`config.mk`:
```
export PLATFORM = sky130hd
export DESIGN_NAME = nco_sinegen
export DESIGN_NICKNAME = d
export VERILOG_FILES = /design/src/rtl/nco_pkg.sv /design/src/rtl/nco_param_bank.sv /design/src/rtl/nco_phase_acc.sv /design/src/rtl/nco_cordic.sv /design/src/rtl/nco_scale.sv /design/src/rtl/nco_sinegen.sv
export SDC_FILE = /design/constraint.sdc
export NUM_CORES = 2
export LEC_CHECK = 0
export BUFFER_PORTS_ARGS = -buffer_cell sky130_fd_sc_hd__buf_4
export CAP_MARGIN = 25
export CORE_UTILIZATION = 50
export CTS_BUF_LIST = sky130_fd_sc_hd__clkbuf_4
export CTS_CLUSTER_DIAMETER = 120
export DETAILED_ROUTE_END_ITERATION = 10
export PLACE_DENSITY = 0.72
export SYNTH_ARGS = -nofsm -noshare
export SYNTH_HDL_FRONTEND = slang
export SYNTH_SLANG_ARGS = --single-unit
```
`constraint.sdc`:
```
create_clock -name clk -period 11.9 [get_ports clk]
set_clock_uncertainty 0.05 [all_clocks]
set_input_delay 2.38 -clock clk [delete_from_list [all_inputs] [get_ports clk]]
set_output_delay 2.38 -clock clk [all_outputs]
set_load 0.01 [all_outputs]
```
`src/rtl/nco_pkg.sv`:
```
package nco_pkg;

  // Angle units inside the rotator: 2^ANG_W counts equal one full turn.
  localparam int ANG_W = 24;

  // Number of entries available in the arctangent function below.
  localparam int MAX_ITER = 18;

  // Start value for the x leg of a 20-bit rotator running 16 rotations.
  // After the gain of about 1.64676 the vector length is about 130802,
  // which is 16 * 8175.14 at the output scale.
  localparam int ROT_SEED = 79430;

  // atan(2^-k) expressed in units of 2^-24 turn.
  function automatic logic [ANG_W-1:0] atan_lut(input int k);
    case (k)
      0:       return 24'd2097152;
      1:       return 24'd1238021;
      2:       return 24'd654136;
      3:       return 24'd332050;
      4:       return 24'd166669;
      5:       return 24'd83416;
      6:       return 24'd41718;
      7:       return 24'd20860;
      8:       return 24'd10430;
      9:       return 24'd5215;
      10:      return 24'd2608;
      11:      return 24'd1304;
      12:      return 24'd652;
      13:      return 24'd326;
      14:      return 24'd163;
      15:      return 24'd81;
      16:      return 24'd41;
      17:      return 24'd20;
      default: return 24'd0;
    endcase
  endfunction

endpackage

```
`src/rtl/nco_param_bank.sv`:
```
module nco_param_bank #(
  parameter int FW = 32,
  parameter int PW = 16,
  parameter int AW = 14
) (
  input  logic          clk,
  input  logic          rst,
  input  logic          load,
  input  logic [FW-1:0] freq_in,
  input  logic [PW-1:0] ofs_in,
  input  logic [AW-1:0] amp_in,
  input  logic          csel_in,
  output logic [FW-1:0] freq_q,
  output logic [PW-1:0] ofs_q,
  output logic [AW-1:0] amp_q,
  output logic          csel_q
);

  // All four settings move on the same edge, so no mixed set is ever seen.
  always_ff @(posedge clk) begin
    if (rst) begin
      freq_q <= '0;
      ofs_q  <= '0;
      amp_q  <= '0;
      csel_q <= 1'b0;
    end else if (load) begin
      freq_q <= freq_in;
      ofs_q  <= ofs_in;
      amp_q  <= amp_in;
      csel_q <= csel_in;
    end
  end

endmodule

```
`src/rtl/nco_phase_acc.sv`:
```
module nco_phase_acc #(
  parameter int FW   = 32,
  parameter int PW   = 16,
  parameter int AW   = 14,
  parameter int PH_W = 19
) (
  input  logic            clk,
  input  logic            rst,
  input  logic            acc_clr,
  input  logic [FW-1:0]   freq,
  input  logic [PW-1:0]   ofs,
  input  logic [AW-1:0]   amp,
  input  logic            csel,
  output logic [FW-1:0]   acc_o,
  output logic [PH_W-1:0] ph_o,
  output logic [AW-1:0]   amp_o,
  output logic            vld_o
);

  localparam int OFS_SH = PH_W - PW;
  localparam logic [PH_W-1:0] QUARTER = PH_W'(1) << (PH_W - 2);

  logic [PH_W-1:0] ofs_al;
  logic [PH_W-1:0] ofs_tot;

  // The offset word sits on the top bits of the truncated phase.
  assign ofs_al = {ofs, {OFS_SH{1'b0}}};

  // Cosine is sine advanced by a quarter turn.
  always_comb begin
    ofs_tot = ofs_al + (csel ? QUARTER : '0);
  end

  always_ff @(posedge clk) begin
    if (rst) begin
      acc_o <= '0;
      ph_o  <= '0;
      amp_o <= '0;
      vld_o <= 1'b0;
    end else begin
      acc_o <= acc_clr ? '0 : acc_o + freq;
      ph_o  <= acc_o[FW-1 -: PH_W] + ofs_tot;
      amp_o <= amp;
      vld_o <= 1'b1;
    end
  end

endmodule

```
`src/rtl/nco_cordic.sv`:
```
module nco_cordic #(
  parameter int PH_W = 19,
  parameter int DW   = 20,
  parameter int AW   = 14,
  parameter int ITER = 16
) (
  input  logic                 clk,
  input  logic                 rst,
  input  logic [PH_W-1:0]      ph_i,
  input  logic [AW-1:0]        amp_i,
  input  logic                 vld_i,
  output logic signed [DW-1:0] y_o,
  output logic                 neg_o,
  output logic [AW-1:0]        amp_o,
  output logic                 vld_o
);

  localparam int ZW   = nco_pkg::ANG_W;
  localparam int ZPAD = ZW - PH_W;
  localparam logic signed [DW-1:0] SEED = DW'(nco_pkg::ROT_SEED);

  // Element 0 holds the folded start vector; element k+1 holds the result of rotation k.
  logic signed [DW-1:0] xs  [0:ITER];
  logic signed [DW-1:0] ys  [0:ITER];
  logic signed [ZW-1:0] zs  [0:ITER];
  logic                 ngs [0:ITER];
  logic [AW-1:0]        ams [0:ITER];
  logic                 vls [0:ITER];

  // Phases in the second and third quadrants are moved by half a turn and
  // the result is negated, so the rotator only ever sees [-90, +90) degrees.
  logic          fold;
  logic [ZW-1:0] z_start;

  assign fold    = ph_i[PH_W-1] ^ ph_i[PH_W-2];
  assign z_start = {ph_i[PH_W-1] ^ fold, ph_i[PH_W-2:0], {ZPAD{1'b0}}};

  always_ff @(posedge clk) begin
    if (rst) begin
      for (int k = 0; k <= ITER; k++) begin
        xs[k]  <= '0;
        ys[k]  <= '0;
        zs[k]  <= '0;
        ngs[k] <= 1'b0;
        ams[k] <= '0;
        vls[k] <= 1'b0;
      end
    end else begin
      xs[0]  <= SEED;
      ys[0]  <= '0;
      zs[0]  <= $signed(z_start);
      ngs[0] <= fold;
      ams[0] <= amp_i;
      vls[0] <= vld_i;
      for (int k = 0; k < ITER; k++) begin
        if (!zs[k][ZW-1]) begin
          xs[k+1] <= xs[k] - (ys[k] >>> k);
          ys[k+1] <= ys[k] + (xs[k] >>> k);
          zs[k+1] <= zs[k] - $signed(nco_pkg::atan_lut(k));
        end else begin
          xs[k+1] <= xs[k] + (ys[k] >>> k);
          ys[k+1] <= ys[k] - (xs[k] >>> k);
          zs[k+1] <= zs[k] + $signed(nco_pkg::atan_lut(k));
        end
        ngs[k+1] <= ngs[k];
        ams[k+1] <= ams[k];
        vls[k+1] <= vls[k];
      end
    end
  end

  assign y_o   = ys[ITER];
  assign neg_o = ngs[ITER];
  assign amp_o = ams[ITER];
  assign vld_o = vls[ITER];

endmodule

```
`src/rtl/nco_scale.sv`:
```
module nco_scale #(
  parameter int DW = 20,
  parameter int AW = 14,
  parameter int OW = 14
) (
  input  logic                 clk,
  input  logic                 rst,
  input  logic signed [DW-1:0] y_i,
  input  logic                 neg_i,
  input  logic [AW-1:0]        amp_i,
  input  logic                 vld_i,
  output logic signed [OW-1:0] sample_o,
  output logic                 vld_o
);

  localparam int PRW = DW + AW + 1;
  // The rotator carries two guard bits; the amplitude word carries AW fraction bits.
  localparam int SH  = DW - 2;

  logic signed [DW-1:0]  y_s;
  logic signed [PRW-1:0] y_ext;
  logic signed [PRW-1:0] a_ext;
  logic signed [PRW-1:0] prod;

  assign y_s   = neg_i ? -y_i : y_i;
  assign y_ext = {{(AW+1){y_s[DW-1]}}, y_s};
  assign a_ext = {{(DW+1){1'b0}}, amp_i};
  assign prod  = y_ext * a_ext;

  always_ff @(posedge clk) begin
    if (rst) begin
      sample_o <= '0;
      vld_o    <= 1'b0;
    end else begin
      sample_o <= prod[SH+OW-1:SH];
      vld_o    <= vld_i;
    end
  end

endmodule

```
`src/rtl/nco_sinegen.sv`:
```
module nco_sinegen #(
  parameter int FW   = 32,
  parameter int PW   = 16,
  parameter int AW   = 14,
  parameter int PH_W = 19,
  parameter int DW   = 20,
  parameter int ITER = 16,
  parameter int OW   = 14
) (
  input  logic                 clk,
  input  logic                 rst,
  input  logic                 load,
  input  logic [FW-1:0]        freq_word,
  input  logic [PW-1:0]        phase_ofs,
  input  logic [AW-1:0]        amp_scale,
  input  logic                 cos_sel,
  input  logic                 acc_clr,
  output logic signed [OW-1:0] sample,
  output logic                 sample_vld
);

  // One register for the phase sum, one for the fold, ITER rotations, one for scaling.
  localparam int LAT = ITER + 3;

  logic [FW-1:0]        freq_q;
  logic [PW-1:0]        ofs_q;
  logic [AW-1:0]        amp_q;
  logic                 csel_q;
  logic [FW-1:0]        acc_q;
  logic [PH_W-1:0]      ph_p;
  logic [AW-1:0]        amp_p;
  logic                 vld_p;
  logic signed [DW-1:0] y_r;
  logic                 neg_r;
  logic [AW-1:0]        amp_r;
  logic                 vld_r;

  nco_param_bank #(.FW(FW), .PW(PW), .AW(AW)) u_bank (
    .clk     (clk),
    .rst     (rst),
    .load    (load),
    .freq_in (freq_word),
    .ofs_in  (phase_ofs),
    .amp_in  (amp_scale),
    .csel_in (cos_sel),
    .freq_q  (freq_q),
    .ofs_q   (ofs_q),
    .amp_q   (amp_q),
    .csel_q  (csel_q)
  );

  nco_phase_acc #(.FW(FW), .PW(PW), .AW(AW), .PH_W(PH_W)) u_acc (
    .clk     (clk),
    .rst     (rst),
    .acc_clr (acc_clr),
    .freq    (freq_q),
    .ofs     (ofs_q),
    .amp     (amp_q),
    .csel    (csel_q),
    .acc_o   (acc_q),
    .ph_o    (ph_p),
    .amp_o   (amp_p),
    .vld_o   (vld_p)
  );

  nco_cordic #(.PH_W(PH_W), .DW(DW), .AW(AW), .ITER(ITER)) u_rot (
    .clk   (clk),
    .rst   (rst),
    .ph_i  (ph_p),
    .amp_i (amp_p),
    .vld_i (vld_p),
    .y_o   (y_r),
    .neg_o (neg_r),
    .amp_o (amp_r),
    .vld_o (vld_r)
  );

  nco_scale #(.DW(DW), .AW(AW), .OW(OW)) u_scl (
    .clk      (clk),
    .rst      (rst),
    .y_i      (y_r),
    .neg_i    (neg_r),
    .amp_i    (amp_r),
    .vld_i    (vld_r),
    .sample_o (sample),
    .vld_o    (sample_vld)
  );

endmodule

```
# == Word-level counts from Yosys, hierarchy flattened ==
# Memory sizes are Yosys's and may differ from the RTL's. A register that Yosys moved wholly into a read port is not among the register bits.
# Cells that the tools add are included.
# totals
regBits,143
ram_bits,1360
out_inout_bits,15
wordCells,583
n_memories,6
# memory_table
memory,depth,width,read_ports,rd_ports_with_merged_regs,write_ports,line_no,source
u_rot.zs,17,24,16,0,17,nco_cordic.sv:25,logic signed [ZW-1:0] zs [0:ITER];
u_rot.xs,17,20,16,0,17,nco_cordic.sv:23,logic signed [DW-1:0] xs [0:ITER];
u_rot.ys,17,20,17,0,17,nco_cordic.sv:24,logic signed [DW-1:0] ys [0:ITER];
u_rot.ams,17,14,17,0,17,nco_cordic.sv:27,logic [AW-1:0] ams [0:ITER];
u_rot.ngs,17,1,17,0,17,nco_cordic.sv:26,logic ngs [0:ITER];
u_rot.vls,17,1,17,1,17,nco_cordic.sv:28,logic vls [0:ITER];
# classes
add_sub_neg,99
multipliers,1
mux,315
bitwise,152
n_reduce_logical,1
# ops
cell,n
$mux 24,97
$mux 20,67
$add 24x24->24,16
$sub 24x24->24,16
$mux 14,17
$or 1x1->1,150
$mux 1,133
$add 20x10->20,2
$add 20x11->20,2
$add 20x12->20,2
$add 20x13->20,2
$add 20x14->20,2
$add 20x15->20,2
$add 20x16->20,2
$add 20x17->20,2
$add 20x18->20,2
$add 20x19->20,2
$add 20x5->20,2
$add 20x6->20,2
$add 20x7->20,2
$add 20x8->20,2
$add 20x9->20,2
$sub 20x10->20,2
$sub 20x11->20,2
22 further kinds,38

# == Depth between registers and ports, before layout ==
# An unclocked memory read counts as a cell.
# depth
ltp_word,6
depth_mapped,31
depth_no_buf,30

# == Modules after synthesis ==
# A second synthesis with hierarchy kept.
# hier_totals
cells_unflattened,10671
area_unflattened_um2,100660.3
# by_module_without_submodules
mod,instances,cells_each,area_each_um2
nco_cordic,1,8896,84248.3
nco_scale,1,1098,9975.8
nco_phase_acc,1,474,4149.0
nco_param_bank,1,203,2287.2

# == Least setup slack after synthesis ==
# No wires, ideal clock.
# synth_path
path_type,reg2reg
from,memory u_rot.ys[16][4]
to,register u_scl.sample_o[12]
arrival_ps,7323
required_ps,11772
slack_ps,4449
stages_incl_launch_ff,25
path_buffers,1
synth_period_minus_slack_ps,7451
cell_sequence,edfxtp_1 -> nor4_1 -> nand4_1 -> or3_1 -> o31ai_1 -> xnor2_1 -> clkbuf_1 -> nand2_1 -> fa_1 -> fa_1 -> inv_1 -> fa_1 -> fa_1 -> fa_1 -> fa_1 -> ha_1 -> a21o_1 -> a21o_1 -> a21oi_1 -> o22ai_1 -> a21o_1 -> o41ai_2 -> o21ai_0 -> o21a_1 -> nor3_1
# synth_lines
item,line_no,source
from (decl),nco_cordic.sv:24,
to (signal assigned),nco_scale.sv:35,sample_o <= prod[SH+OW-1:SH];
to (decl),nco_scale.sv:12,"output logic signed [OW-1:0] sample_o,"

==> metrics.txt <==
core area between 150000 and 200000 um2; Die Area slightly below 200000 um2; Clock Sinks 1333; R2R setup slack 3620 ps; GRT overflow 0; Max Clk Rate 0.121 GHz; Post-DP HPWL 170000 um; Root Driver clkbuf_4; pwr/cell area 247 nW/um2; Worst path slowest cell nor4_1; Crit path top cell by count fa_1; Overall Power 0.0269 W; Synth Flop Type edfxtp_1; final worst path period need approximately 8300 ps; Seq/Total Area, Yosys a little under two fifths; Post-synth EDFFs 917; sw frac 43.0%; initial antenna violation count 6; Initial Util 50.5%; asr flop ratio synth 0%; Reg power frac 28.3%; RSZ-0062 raised after global routing no; most common cell after layout, fill and taps aside nor2_1; Port Buffers 81; met1 wire length between 90000 and 100000 um; Slew Limit Fails 0; CTS tree yes; combinational share of power between 50% and 60%; crit path kind register to register; Worst Path Arrival 9430 ps; Post-Syn Area per Cell 9.58 um2; hold_buf cts 0; WP buf/inv 5; number of buffers added for setup after CTS 0; Fin. Hold Viols 0; post-synth top area cell edfxtp_1; CP max FO 14; sw power 0.0116 W; pin count of the biggest net entering global routing 194; Yosys reg bits 1333; vias 75053; Antenna Nets Post-Route 0; final critical-path share of the clock period 69.6%; Met3 Wirelength 9020 um; TritonRoute pass-1 iters 6; # rows 161; setup TNS 0 ps; clk slew on worst S/H paths roughly 70 ps; worst skew pair latency 1390 ps; library cells used by synthesis 81; Max Cap Viol 0; Via density about 5.3; CTS H-tree depth 5; Leakage around 49 nW; Die W 444 um; Synth Warn # 0; Internal Pwr Total between 0.015 and 0.02 W; RD Place Congestion 0.915; maximum VDD drop 0.127 mV; crit path launch type register; WL per Instance 15.7 um; Final Setup Violations 0; post_cts resized 0; Final nets 12713; CP delay by family, top adder cells; worst slew pin tran between 1000 and 1500 ps; WP data required 13050 ps; routed wire length 222000 um; clock share of power ~15%; Rel. slew slack 26.7%; Max Used Layer met5; metal2 WL approximately 110000 um; Gate Count Post-Synth just over 10000; total track usage 22.4%; Residual DRC 0; slowest cell delay on critical path 680 ps; first-pass GRT wire length 364000 um; TritonCTS buffer count about 370; CTS max path bufs 4; DIE HEIGHT 444 um; DRT iter0 DRCs 4018; P&R area growth vs syn 11.8%; Netlist Area Pre-Place between 90000 and 100000 um2; status finished clean; top cell type's share of synthesized area 28.2%; HP Class register to register; layout cell share with drive strength beyond 1 7.28%; Setup crit end kind register; most frequent cells in the layout 1193 x nor2_1, 1012 x ha_1, 917 x edfxtp_1, 917 x conb_1, 692 x a21oi_1; vias in the first global route 75197; main area contributors after synthesis edfxtp_1 28%, ha_1 13%, dfxtp_1 8.5%, fa_1 6.0%, nor2_1 4.6%; I/O Pins 82
routing by layer:
layer  global-route usage [%]  up-vias
met1                     26.7    35361
met3                     3.32      512
met5                        0        -
met4                     9.12        2
li1                         -    37591
met2                     40.2     1587
metrics by stage:
stage | utilization (%) | cells | hold WS (ps) | cell area, um2 | worst slack, ps
2_1_floorplan | - | 11094 | 364 | 101000 | 4450
3_3_place_gp | 53.9 | 13478 | 366 | 104000 | 3400
3_5_place_dp | 54.0 | 13487 | 370 | 104000 | 3300
4_1_cts | 56.4 | 14140 | 340 | 109000 | 3340
5_1_grt | 56.4 | 14154 | 355 | 109000 | 3060
6_report | 56.4 | 14157 | 348 | 109000 | 3620
Yosys cell counts, types with 13 or more instances:
cell type and count:
fa_1 293, nand2b_1 148, nor3b_1 21, or2_2 49, edfxtp_1 917, o2111a_1 13, nand3_1 133, inv_1 568
nor4_1 34, o21bai_1 50, o31ai_1 73, a21o_1 204, clkbuf_1 256, o31a_1 16, a31oi_1 79, o311ai_0 16
o41ai_1 28, o21a_1 114, a211oi_1 119, buf_1 21, mux2i_1 90, a41oi_1 23, o21ai_0 421, mux2_2 41
nor2b_1 534, nor2_1 1193, a2111oi_0 14, a211o_1 39, xnor2_1 438, dfxtp_1 416, o211ai_1 39, and3_1 96
nor3_1 320, ha_1 1012, and2_1 217, a21boi_0 34, or3_1 157, xor2_1 457, nand4_1 18, a311oi_1 15
o22ai_1 17, nand2_1 592, a21oi_1 692
cell families after synthesis:
family                   Yosys count  synth area share (%)
XOR/XNOR                         895                  8.04
multiplexers                     131                  1.40
adder cells (fa/ha/maj)         1305                  19.0
AND/OR/NAND/NOR                 3556                  17.8
buffers and inverters            856                  3.30
other                              1               0.00385
AO/OA/AOI/OAI                   2101                  13.7
flip-flops                      1333                  36.8
flip-flops by register name (all words and copies together) (netlist names):
name / flops
u_rot.zs: 349
u_rot.ys: 303
u_rot.xs: 265
u_rot.ams: 238
u_acc.acc_o: 32
u_bank.freq_q: 32
u_acc.ph_o: 19
u_rot.ngs: 17
u_rot.vls: 17
u_bank.ofs_q: 16
u_acc.amp_o: 14
u_bank.amp_q: 14
u_scl.sample_o: 14
u_acc.vld_o: 1
u_bank.csel_q: 1
u_scl.vld_o: 1
final cells by class:
type                            instances  area, um2
Fill cell                           17329      84100
Multi-Input combinational cell       8905      61900
Sequential cell                      1333      35900
Clock buffer                          534       4010
Tap cell                             2526       3160
Inverter                              577       2170
Timing Repair Buffer                  150       1270
Clock inverter                        119        639
Antenna cell                           13       32.5
path summary, 6_finish.rpt:
check                           depth (start not counted)            start            endpoint
worst min register to register                          1  u_rot.ams[9][0]    u_rot.ams[10][0]
worst max-delay path                                   28  u_rot.ys[16][4]  u_scl.sample_o[12]
worst min-delay path                                    1  u_rot.ams[9][0]    u_rot.ams[10][0]
worst max register to register                         28  u_rot.ys[16][4]  u_scl.sample_o[12]
power by group through the flow:
stage / Combinational [W] / Sequential (W) / Clock, W
after floorplan: 0.0118 / 0.00719 / 0
after global routing: 0.0170 / 0.00771 / 0.00453
final: 0.0152 / 0.00760 / 0.00414
after global placement: 0.0146 / 0.00766 / 0
after detailed placement: 0.0150 / 0.00769 / 0
after CTS: 0.0151 / 0.00760 / 0.00431
Note: power is estimated with default switching activity, not from simulation.
